--- src/rtl/flash_cmd_pkg.sv ---
package flash_cmd_pkg;

  typedef enum logic [2:0] {
    S_IDLE, S_UNL1, S_UNL2, S_PROG, S_EXT0, S_EXT1, S_EXT2
  } seq_state_t;

  typedef enum logic [2:0] {
    EV_NONE, EV_PROG, EV_ERASE, EV_LOCK, EV_ID_IN, EV_ID_OUT
  } seq_event_t;

  localparam logic [31:0] KEY_ADDR_A = 32'h5555;
  localparam logic [31:0] KEY_ADDR_B = 32'h2AAA;
  localparam logic [7:0]  KEY_UNL1   = 8'hAA;
  localparam logic [7:0]  KEY_UNL2   = 8'h55;
  localparam logic [7:0]  CMD_PROG   = 8'hA0;
  localparam logic [7:0]  CMD_EXT    = 8'h80;
  localparam logic [7:0]  CMD_ID_IN  = 8'h90;
  localparam logic [7:0]  CMD_ID_OUT = 8'hF0;
  localparam logic [7:0]  CMD_ERASE  = 8'h10;
  localparam logic [7:0]  CMD_LOCK   = 8'h40;

  function automatic logic key_hit(logic [31:0] a, logic [7:0] d,
                                   logic [31:0] ka, logic [7:0] kd);
    return (a == ka) && (d == kd);
  endfunction

  function automatic logic in_boot(logic [31:0] a, logic [31:0] last);
    return a <= last;
  endfunction

  function automatic logic [7:0] id_value(logic [31:0] a, logic lk,
                                          logic [7:0] mfr, logic [7:0] dev);
    case (a)
      32'd0:   return mfr;
      32'd1:   return dev;
      32'd2:   return {7'b0, lk};
      default: return 8'h00;
    endcase
  endfunction

endpackage

--- src/rtl/fcd_seq_fsm.sv ---
module fcd_seq_fsm
  import flash_cmd_pkg::*;
#(
  parameter int ADDR_W = 16
) (
  input  logic              clk,
  input  logic              rst_n,
  input  logic              wr_accept,
  input  logic [ADDR_W-1:0] wr_addr,
  input  logic [7:0]        wr_data,
  output seq_event_t        ev,
  output seq_state_t        state
);
  seq_state_t state_q, state_d;
  logic [31:0] a32;

  assign a32 = 32'(wr_addr);

  always_comb begin
    state_d = state_q;
    ev      = EV_NONE;
    if (wr_accept) begin
      state_d = S_IDLE;
      case (state_q)
        S_IDLE: if (key_hit(a32, wr_data, KEY_ADDR_A, KEY_UNL1)) state_d = S_UNL1;
        S_UNL1: if (key_hit(a32, wr_data, KEY_ADDR_B, KEY_UNL2)) state_d = S_UNL2;
        S_UNL2: begin
          if (key_hit(a32, wr_data, KEY_ADDR_A, CMD_PROG))        state_d = S_PROG;
          else if (key_hit(a32, wr_data, KEY_ADDR_A, CMD_EXT))    state_d = S_EXT0;
          else if (key_hit(a32, wr_data, KEY_ADDR_A, CMD_ID_IN))  ev = EV_ID_IN;
          else if (key_hit(a32, wr_data, KEY_ADDR_A, CMD_ID_OUT)) ev = EV_ID_OUT;
        end
        S_PROG: ev = EV_PROG;
        S_EXT0: if (key_hit(a32, wr_data, KEY_ADDR_A, KEY_UNL1)) state_d = S_EXT1;
        S_EXT1: if (key_hit(a32, wr_data, KEY_ADDR_B, KEY_UNL2)) state_d = S_EXT2;
        S_EXT2: begin
          if (key_hit(a32, wr_data, KEY_ADDR_A, CMD_ERASE))     ev = EV_ERASE;
          else if (key_hit(a32, wr_data, KEY_ADDR_A, CMD_LOCK)) ev = EV_LOCK;
        end
        default: state_d = S_IDLE;
      endcase
    end
  end

  always_ff @(posedge clk or negedge rst_n) begin
    if (!rst_n) state_q <= S_IDLE;
    else        state_q <= state_d;
  end

  assign state = state_q;

  // with no accepted write the sequence position does not move
  a_r9_hold_when_idle_bus: assert property (@(posedge clk) disable iff (!rst_n)
    !wr_accept |=> state_q == $past(state_q));

  // the data write of a program is only reached through the command step
  a_r2_prog_entry: assert property (@(posedge clk) disable iff (!rst_n)
    (state_q == S_PROG) && (state_q != $past(state_q)) |-> $past(state_q) == S_UNL2);

endmodule

--- src/rtl/fcd_mode_regs.sv ---
module fcd_mode_regs
  import flash_cmd_pkg::*;
#(
  parameter int          ADDR_W   = 16,
  parameter logic [7:0]  MFR_CODE = 8'h5A,
  parameter logic [7:0]  DEV_CODE = 8'hC3
) (
  input  logic              clk,
  input  logic              rst_n,
  input  seq_event_t        ev,
  input  logic [ADDR_W-1:0] id_rd_addr,
  output logic              locked,
  output logic              id_mode,
  output logic [7:0]        id_rd_data
);
  logic locked_q, id_mode_q;

  always_ff @(posedge clk or negedge rst_n) begin
    if (!rst_n) begin
      locked_q  <= 1'b0;
      id_mode_q <= 1'b0;
    end else begin
      if (ev == EV_LOCK)   locked_q  <= 1'b1;
      if (ev == EV_ID_IN)  id_mode_q <= 1'b1;
      if (ev == EV_ID_OUT) id_mode_q <= 1'b0;
    end
  end

  assign locked     = locked_q;
  assign id_mode    = id_mode_q;
  assign id_rd_data = id_mode_q ? id_value(32'(id_rd_addr), locked_q, MFR_CODE, DEV_CODE)
                                : 8'h00;

  // the lock flag never falls outside reset
  a_r4_lock_sticky: assert property (@(posedge clk) disable iff (!rst_n)
    locked_q |=> locked_q);

  // identification mode only leaves on the exit event
  a_r7_id_exit_only: assert property (@(posedge clk) disable iff (!rst_n)
    id_mode_q && (ev != EV_ID_OUT) |=> id_mode_q);

endmodule

--- src/rtl/fcd_issue.sv ---
module fcd_issue
  import flash_cmd_pkg::*;
#(
  parameter int          ADDR_W    = 16,
  parameter int          DATA_W    = 8,
  parameter logic [31:0] BOOT_LAST = 32'h1FFF
) (
  input  logic              clk,
  input  logic              rst_n,
  input  seq_event_t        ev,
  input  logic [ADDR_W-1:0] wr_addr,
  input  logic [DATA_W-1:0] wr_data,
  input  logic              locked,
  output logic              prog_req,
  output logic [ADDR_W-1:0] prog_addr,
  output logic [DATA_W-1:0] prog_data,
  output logic              erase_req,
  output logic              erase_keep_boot
);
  logic prog_ok;

  assign prog_ok = (ev == EV_PROG) && !(locked && in_boot(32'(wr_addr), BOOT_LAST));

  always_ff @(posedge clk or negedge rst_n) begin
    if (!rst_n) begin
      prog_req        <= 1'b0;
      prog_addr       <= '0;
      prog_data       <= '0;
      erase_req       <= 1'b0;
      erase_keep_boot <= 1'b0;
    end else begin
      prog_req  <= prog_ok;
      erase_req <= (ev == EV_ERASE);
      if (prog_ok) begin
        prog_addr <= wr_addr;
        prog_data <= wr_data;
      end
      if (ev == EV_ERASE) erase_keep_boot <= locked;
    end
  end

  // no request ever targets the protected range while locked
  a_r5_boot_guard: assert property (@(posedge clk) disable iff (!rst_n)
    prog_req && locked |-> !in_boot(32'(prog_addr), BOOT_LAST));

  // erase carries the lock state seen by the engine
  a_r3_keep_matches: assert property (@(posedge clk) disable iff (!rst_n)
    erase_req |-> erase_keep_boot == locked);

  // requests last a single cycle
  a_r2_single_pulse: assert property (@(posedge clk) disable iff (!rst_n)
    prog_req |=> !prog_req);

endmodule

--- src/rtl/flash_cmd_decoder.sv ---
module flash_cmd_decoder
  import flash_cmd_pkg::*;
#(
  parameter int          ADDR_W    = 16,
  parameter int          DATA_W    = 8,
  parameter logic [31:0] BOOT_LAST = 32'h1FFF,
  parameter logic [7:0]  MFR_CODE  = 8'h5A,
  parameter logic [7:0]  DEV_CODE  = 8'hC3
) (
  input  logic              clk,
  input  logic              rst_n,
  input  logic              wr_en,
  input  logic [ADDR_W-1:0] wr_addr,
  input  logic [DATA_W-1:0] wr_data,
  input  logic              busy,
  input  logic [ADDR_W-1:0] id_rd_addr,
  output logic              prog_req,
  output logic [ADDR_W-1:0] prog_addr,
  output logic [DATA_W-1:0] prog_data,
  output logic              erase_req,
  output logic              erase_keep_boot,
  output logic              locked,
  output logic              id_mode,
  output logic [DATA_W-1:0] id_rd_data
);
  localparam int KEY_W = 8;

  logic       wr_accept;
  seq_event_t seq_ev;
  seq_state_t seq_state;
  logic [KEY_W-1:0] key_byte;
  logic [7:0]       id_byte;

  assign wr_accept = wr_en && !busy;
  assign key_byte  = wr_data[KEY_W-1:0];

  fcd_seq_fsm #(.ADDR_W(ADDR_W)) i_fsm (
    .clk(clk), .rst_n(rst_n), .wr_accept(wr_accept),
    .wr_addr(wr_addr), .wr_data(key_byte), .ev(seq_ev), .state(seq_state)
  );

  fcd_mode_regs #(.ADDR_W(ADDR_W), .MFR_CODE(MFR_CODE), .DEV_CODE(DEV_CODE)) i_mode (
    .clk(clk), .rst_n(rst_n), .ev(seq_ev), .id_rd_addr(id_rd_addr),
    .locked(locked), .id_mode(id_mode), .id_rd_data(id_byte)
  );

  assign id_rd_data = DATA_W'(id_byte);

  fcd_issue #(.ADDR_W(ADDR_W), .DATA_W(DATA_W), .BOOT_LAST(BOOT_LAST)) i_issue (
    .clk(clk), .rst_n(rst_n), .ev(seq_ev), .wr_addr(wr_addr), .wr_data(wr_data),
    .locked(locked), .prog_req(prog_req), .prog_addr(prog_addr), .prog_data(prog_data),
    .erase_req(erase_req), .erase_keep_boot(erase_keep_boot)
  );

  // a write during busy never produces a request
  a_r9_busy_ignored: assert property (@(posedge clk) disable iff (!rst_n)
    wr_en && busy |=> !prog_req && !erase_req);

  // requests only follow an accepted write
  a_r8_req_needs_write: assert property (@(posedge clk) disable iff (!rst_n)
    (prog_req || erase_req) |-> $past(wr_accept));

  // at most one kind of request at a time
  a_r2_one_request: assert property (@(posedge clk) disable iff (!rst_n)
    $onehot0({prog_req, erase_req}));

  // the extended prefix state is left only toward idle or the second unlock
  a_r10_ext_path: assert property (@(posedge clk) disable iff (!rst_n)
    (seq_state == S_EXT0) && wr_accept |=> (seq_state == S_IDLE) || (seq_state == S_EXT1));

endmodule

--- config.mk ---
export PLATFORM = sky130hd
export DESIGN_NAME = flash_cmd_decoder
export DESIGN_NICKNAME = d
export VERILOG_FILES = /design/src/rtl/flash_cmd_pkg.sv /design/src/rtl/fcd_seq_fsm.sv /design/src/rtl/fcd_mode_regs.sv /design/src/rtl/fcd_issue.sv /design/src/rtl/flash_cmd_decoder.sv
export SDC_FILE = /design/constraint.sdc
export NUM_CORES = 1
export LEC_CHECK = 0
export CELL_PAD_IN_SITES_DETAIL_PLACEMENT = 1
export CELL_PAD_IN_SITES_GLOBAL_PLACEMENT = 1
export CORE_MARGIN = 5
export CORE_UTILIZATION = 33
export CTS_CLUSTER_DIAMETER = 120
export DETAILED_ROUTE_END_ITERATION = 8
export GPL_TIMING_DRIVEN = 0
export MAX_ROUTING_LAYER = met4
export PLACE_DENSITY_LB_ADDON = 0.3
export SYNTH_ARGS = -nofsm -noshare
export SYNTH_HDL_FRONTEND = slang
export SYNTH_SLANG_ARGS = --single-unit
--- constraint.sdc ---
create_clock -name clk -period 5.1 [get_ports clk]
set_input_delay 0.765 -clock clk [delete_from_list [all_inputs] [get_ports clk]]
set_output_delay 0.765 -clock clk [all_outputs]
set_load 0.005 [all_outputs]
==> results.ini, run 1 <==
[setup_path]
crit_path_start_kind = input pin
rr_worst_depth = 6
arrival_ps = 2590
path_depth = 6
path_max_fanout = 3
r2r-start = i_fsm.state[2]
cp-endpoint = id_rd_data[4]
path_common_cell = clkdlybuf4s50_1
cp.required_ps = 4340
crit_path_end_kind = output pin
critPathTopFamily = buffers and inverters
r2r_end = i_issue.prog_addr[7]
r2r_slack_ps = 2660
path_cells = clkdlybuf4s50_1, nor4b_1, nand4_1, nor3_1, buf_4, clkdlybuf4s50_1
crit_type = in2out
cp_num_buf_inv = 3
slowest_stage = clkdlybuf4s50_1
crit_start = id_rd_addr[4]
max_stage_delay_ps = 490

[clocking]
ctsResizeCount = 0
clock_path_buffers = 2
holdBufCountCts = 0
cts_tree = yes
cts_root_buffer = clkbuf_8
clkTransAtPathRegs_ps = 70
clk_latency_ps = 290
cts_post_setup_buffers_inserted = 0
clock-sinks = 32
cts_buffers = 5
htreeDepth = 2

[yosys]
synth-main-ff-cell = dfrtp_1
synth_top_family_by_area = simple AND/OR/NAND/NOR gates
syn_area_per_cell_um2 = 12.4
synth_xor_area_share_pct = 1.02
synth_edf_count = 0
netlist_instances = 139
synth_compound_area_share_pct = 6.84
synthAdderAreaFrac_pct = 0
yosysSeqAreaShare_pct = 46.5
ys.warnings.count = 0
syn_area_um2 = 1720
synth-simple-area-share_pct = 22.9
synth_mux_area_share_pct = 18.5
synth.distinct_cells = 41
synthArstFlopShare_pct = 100
ys_ff_latch = 32

[pwr]
pwr-share-comb_pct = 18.6
intPower_mw = 0.496
powerDensity_nw_per_um2 = 241
clkPwrFrac_pct = 37.8
total_power_mw = 0.647
p_leak_nw = 1.11
p_seq_share_pct = 43.6
switchingPower_mw = 0.151
ir_worst_vdd_v = 0.000168
swShare_pct = 23.4

[timing]
slew_violations = 0
worst_pin_slew_ps = 727
fmax_mhz = 298
setup_tns_ps = 0
finClkSkew_ps = 7.62
hold_viol = 0
slew_headroom_pct = 50.8
finalCriticalPeriod_ps = 3360
finalCritPeriodShare_pct = 65.8
setup_viol = 0
rsz0062_at_grt = no

[floorplan]
initial_core_util_pct = 33.9
pin_count = 81
core_area_um2 = 5070
die_area_um2 = 6760
fp.dieH_um = 82.2
die_w_um = 82.2
placementRows = 26

[placement]
io_buffers = 77
place.gp.congestion = 0.741
dp_hpwl_um = 4050

[drt]
via_per_inst = 4.99
dr.pass1.iters = 4
wl_um = 5090
drc_errors = 0
drt-initial-drc-count = 28
vias = 1473
ant_nets = 0
wl_per_cell_um = 17.3

[run_status]
status = completed

[hold_path]
holdPathStages = 1
hold_path.class = reg2reg

[finish]
final_nets = 268
drive_gt1_share_pct = 16.9
area_delta_synth_final_pct = 56.3
diodes = 0

[global_route]
grt_pass1_wl_um = 7850
grt_max_degree = 33
antenna_found_initial = 0
first_global_vias = 1535
grt_remaining_overflow = 0
grt.total_usage_pct = 15.9

[run]
cap_violations = 0

==> state kept, by name, summed over array words and instances (netlist names) <==
name	count
i_mode.locked	1
i_issue.prog_req	1
i_issue.erase_keep_boot	1
i_mode.id_mode	1
i_issue.prog_data	8
i_fsm.state	3
i_issue.erase_req	1
i_issue.prog_addr	16
==> worst register-to-register path: stages, from the launching register on <==
cell	delay (ps)
dfrtp_1	450
nor4bb_1	520
nand3b_1	190
a211oi_1	500
a211oi_4	140
buf_6	220
mux2_4	310
==> per-layer routing <==
layer  GRT usage, %  routed length (um)  part of all wire [%]
met2           25.0                2520                    50
met1           20.3                2220                    44
met4           4.82                  51                   1.0
met3           3.69                 298                   5.9
met5              -                   0                     0
==> worst min path at each step <==
stage / from / endpoint / slack [ps]
after floorplan: rst_n / i_fsm.state[0] / 470
after detailed placement: i_issue.prog_addr[14] / i_issue.prog_addr[14] / 470
after global routing: i_issue.prog_addr[13] / i_issue.prog_addr[13] / 510
after global placement: i_issue.prog_data[7] / i_issue.prog_data[7] / 470
after CTS: i_issue.prog_addr[14] / i_issue.prog_addr[14] / 490
final: i_issue.prog_data[7] / i_issue.prog_data[7] / 490
==> area by class of cell <==
type | count | area (um2)
buffer | 7 | 63.8
clock buffer | 5 | 68.8
clock inverter | 3 | 42.5
fill | 555 | 2390
inverter | 1 | 3.75
multi-input combinational | 100 | 856
sequential | 32 | 801
tap | 70 | 87.6
timing repair buffer | 77 | 766
==> cells in the mapped netlist (4+ instances only) <==
master / instances / area [um2]
mux2_4: 10 / 150
nor4_1: 4 / 25.0
nand2_1: 4 / 15.0
nor2_1: 8 / 30.0
mux2_2: 7 / 78.8
nor4bb_1: 10 / 100
mux2_1: 8 / 90.1
nand4_1: 5 / 31.3
dfrtp_1: 32 / 801
buf_4: 4 / 30.0
==> power groups by stage <==
stage / Clock, mW / Sequential, mW / Combinational, mW
floorplan: 0 / 0.287 / 0.0333
global placement: 0 / 0.286 / 0.120
detailed placement: 0 / 0.287 / 0.122
CTS: 0.250 / 0.282 / 0.122
global route: 0.260 / 0.284 / 0.130
finish: 0.245 / 0.282 / 0.120
==> through the flow <==
step	hold slack (ps)	area, um2	setup slack, ps	util, %	cells
after floorplan	469	1720	2450	-	140
after global placement	468	2580	1670	50.9	287
after detailed placement	474	2580	1620	50.8	287
after CTS	491	2690	1710	53.0	295
after global routing	515	2690	1660	53.0	295
final	488	2690	1740	53.0	295
==> cell usage in the layout (no fill, tap or decap), drive strengths merged, types with 2 or more instances in the layout <==
master	n
a211oi	2
a21oi	3
and2	2
and4b	3
buf	8
clkbuf	5
clkdlybuf4s50	76
conb	2
dfrtp	32
mux2	25
nand2	4
nand3	2
nand3b	3
nand4	5
nor2	8
nor3	2
nor3b	2
nor4	4
nor4b	3
nor4bb	10
o21ai	2
or2	3
==> kinds of logic (layout without fill, tap and decap cells) <==
kind of cell	after synthesis	count (layout)
buffers and inverters	8	93
xor gates and xnor gates	2	2
and+or+nand+nor	57	57
AOI/OAI and AO/OA	14	14
other	1	2
muxes	25	25
DFF	32	32
Note: power is estimated with default switching activity, not from simulation.
==> run 2: changes to the inputs <==
--- a/config.mk
+++ b/config.mk
@@ -8,7 +8,7 @@
 export CELL_PAD_IN_SITES_DETAIL_PLACEMENT = 1
 export CELL_PAD_IN_SITES_GLOBAL_PLACEMENT = 1
 export CORE_MARGIN = 5
-export CORE_UTILIZATION = 33
+export CORE_UTILIZATION = 31
 export CTS_CLUSTER_DIAMETER = 120
 export DETAILED_ROUTE_END_ITERATION = 8
 export GPL_TIMING_DRIVEN = 0
==> constraint.sdc (replaced) <==
create_clock -name clk -period 3.15 [get_ports clk]
set_input_delay 0.4725 -clock clk [delete_from_list [all_inputs] [get_ports clk]]
set_output_delay 0.4725 -clock clk [all_outputs]
set_load 0.005 [all_outputs]
==> run 2 against run 1 <==
Design area shrank 0.61%. Hold slack lost 260 ps. Sequential cell count is the same. Critical path type is now in2reg.
==> results.ini, run 2 (same netlist as run 1, synthesis figures left out) <==
[run_status]
status = completed  ; unchanged

[floorplan]
initial_core_util_pct = 31.6  ; was 33.9%
core_area_um2 = 5440  ; was 5070 um2
pin_count = 81  ; unchanged
die_w_um = 84.5  ; was 82.2 um
fp.dieH_um = 84.5  ; was 82.2 um
die_area_um2 = 7140  ; was 6760 um2
placementRows = 27  ; was 26

[placement]
placed_cells = 289  ; was 287
place.gp.congestion = 0.788  ; was 0.741
preCtsSetupSlack_ps = -28.2  ; was 1620 ps
io_buffers = 77  ; unchanged
dp_hpwl_um = 3960  ; was 4050 um
place_area_um2 = 2580  ; about the same

[finish]
drive_gt1_share_pct = 16.9  ; unchanged
diodes = 0  ; unchanged
layout_commonest_cell = clkdlybuf4s50_1  ; unchanged
largest_reg_flops = 16  ; unchanged
area_delta_synth_final_pct = 55.3  ; was 56.3%
stdcell_count = 297  ; was 295
final_nets = 268  ; unchanged
largest_register = i_issue.prog_addr  ; unchanged
final_cell_mix = 76 x clkdlybuf4s50_1, 32 x dfrtp_1, 10 x nor4bb_1, 10 x mux2_4  ; unchanged
fin_area_um2 = 2670  ; was 2690 um2

[timing]
fmax_mhz = 352
finClkSkew_ps = 7.88  ; was 7.62 ps
slew_violations = 0  ; unchanged
worst_pin_slew_ps = 715  ; was 727 ps
hold_ws_ps = 229  ; was 488 ps
slew_headroom_pct = 51.9  ; was 50.8%
hold_viol = 0  ; unchanged
finalCriticalPeriod_ps = 2840
layout_setup_ws_ps = 305  ; was 1740 ps
rsz0062_at_grt = no  ; unchanged
finalCritPeriodShare_pct = 90.3
setup_viol = 0  ; unchanged

[clocking]
ctsResizeCount = 0  ; unchanged
clock_path_buffers = 2  ; unchanged
cts_tree = yes  ; unchanged
cts_post_setup_buffers_inserted = 0  ; unchanged
clkTransAtPathRegs_ps = 70  ; about the same
holdBufCountCts = 0  ; unchanged
htreeDepth = 2  ; unchanged
clk_latency_ps = 290  ; about the same
cts_root_buffer = clkbuf_8  ; unchanged
clock-sinks = 32  ; unchanged
cts_buffers = 5  ; unchanged

[setup_path]
crit_path_end_kind = register  ; was output pin
cp.required_ps = 3320  ; was 4340 ps
crit_start = wr_addr[4]  ; was id_rd_addr[4]
cp-endpoint = i_issue.prog_addr[7]  ; was id_rd_data[4]
path_max_fanout = 10  ; was 3
slowest_stage = a211oi_4  ; was clkdlybuf4s50_1
crit_type = in2reg  ; was in2out
r2r-start = i_fsm.state[2]  ; unchanged
path_cells = clkdlybuf4s50_1, nor4bb_1, nand4_1, nand4bb_1, a211oi_4, buf_6, mux2_4  ; was clkdlybuf4s50_1, nor4b_1, nand4_1, nor3_1, buf_4, clkdlybuf4s50_1
max_stage_delay_ps = 520  ; was 490 ps
r2r_end = i_issue.prog_addr[7]  ; unchanged
arrival_ps = 3020  ; was 2590 ps
crit_path_start_kind = input pin  ; unchanged
r2r_slack_ps = 740  ; was 2660 ps
rr_worst_depth = 6  ; unchanged

[pwr]
p_seq_share_pct = 46.6  ; was 43.6%
pwr-share-comb_pct = 19.7  ; was 18.6%
p_leak_nw = 1.10  ; was 1.11 nW
swShare_pct = 24.2  ; was 23.4%
ir_worst_vdd_v = 0.000266  ; was 0.000168 V
intPower_mw = 0.743  ; was 0.496 mW
switchingPower_mw = 0.237  ; was 0.151 mW
clkPwrFrac_pct = 33.7  ; was 37.8%
powerDensity_nw_per_um2 = 367  ; was 241 nW/um2

[drt]
drc_errors = 0  ; unchanged
dr.pass1.iters = 3  ; was 4
drt-initial-drc-count = 28  ; unchanged
via_per_inst = 4.80  ; was 4.99
vias = 1427  ; was 1473
wl_per_cell_um = 16.8  ; was 17.3 um
wl_um = 5000  ; was 5090 um
ant_nets = 0  ; unchanged

[global_route]
grt.total_usage_pct = 14.3  ; was 15.9%
grt_pass1_wl_um = 7890  ; was 7850 um
antenna_found_initial = 0  ; unchanged
first_global_vias = 1611  ; was 1535
grt_max_degree = 33  ; unchanged
grt_remaining_overflow = 0  ; unchanged

[run]
cap_violations = 0  ; unchanged

[hold_path]
hold_path.class = in2async  ; was reg2reg

[run 2: changes by cell type in the layout (fill, tap and decap cells not counted), sizes merged]
cell / before / now
bufinv: 1 / 0
clkbuf: 5 / 6
clkinvlp: 1 / 0
clkinv: 1 / 2
[run 2: power by group through the flow]
stage,Sequential (mW),Combinational [mW],Clock [mW]
5_1_grt,0.460,0.207,0.355
3_5_place_dp,0.464,0.195,0
6_report,0.457,0.193,0.330
2_1_floorplan,0.464,0.0540,0
4_1_cts,0.457,0.197,0.336
3_3_place_gp,0.463,0.193,0
[run 2: cell type report]
type / count / area (um2)
fillers: 585 / 2770
repair buffers: 77 / 766
clock inverters: 2 / 10.0
multi-input cells: 100 / 856
flip-flops and latches: 32 / 801
clock buffers: 6 / 82.6
plain buffers: 7 / 63.8
inverters: 1 / 3.75
well taps: 72 / 90.1
[run 2: layer usage]
| metal | global-route usage [%] | wire length [um] | vias up |
|---|---|---|---|
| met1 | 17.4 | 2230 | 685 |
| met3 | 3.04 | 183 | 8 |
| met4 | 4.32 | 54 | 0 |
| met5 | - | 0 | - |
| met2 | 23.9 | 2540 | 36 |
| li1 | - | - | 698 |
[run 2: through the flow]
step                      TNS, ps  total power [mW]  util (%)
after floorplan                 0             0.518         -
after global placement          0             0.657      47.5
after detailed placement     -251             0.660      47.4
after CTS                       0             0.990      49.1
after global routing            0              1.02      49.1
final                           0             0.980      49.1
[run 2: worst min-delay path by stage]
stage,slack [ps],endpoint
floorplan,180,i_fsm.state[0]
global placement,470,i_issue.prog_addr[11]
detailed placement,480,i_issue.prog_data[1]
CTS,250,i_issue.prog_data[3]
global route,300,i_issue.prog_req
finish,230,i_issue.prog_req
[run 2: worst max-delay path: cells and delay by family]
family | cells | cell delay, ps
buffers and inverters | 2 | 760
and+or+nand+nor | 3 | 950
muxes | 1 | 310
AOI/OAI and AO/OA | 1 | 520
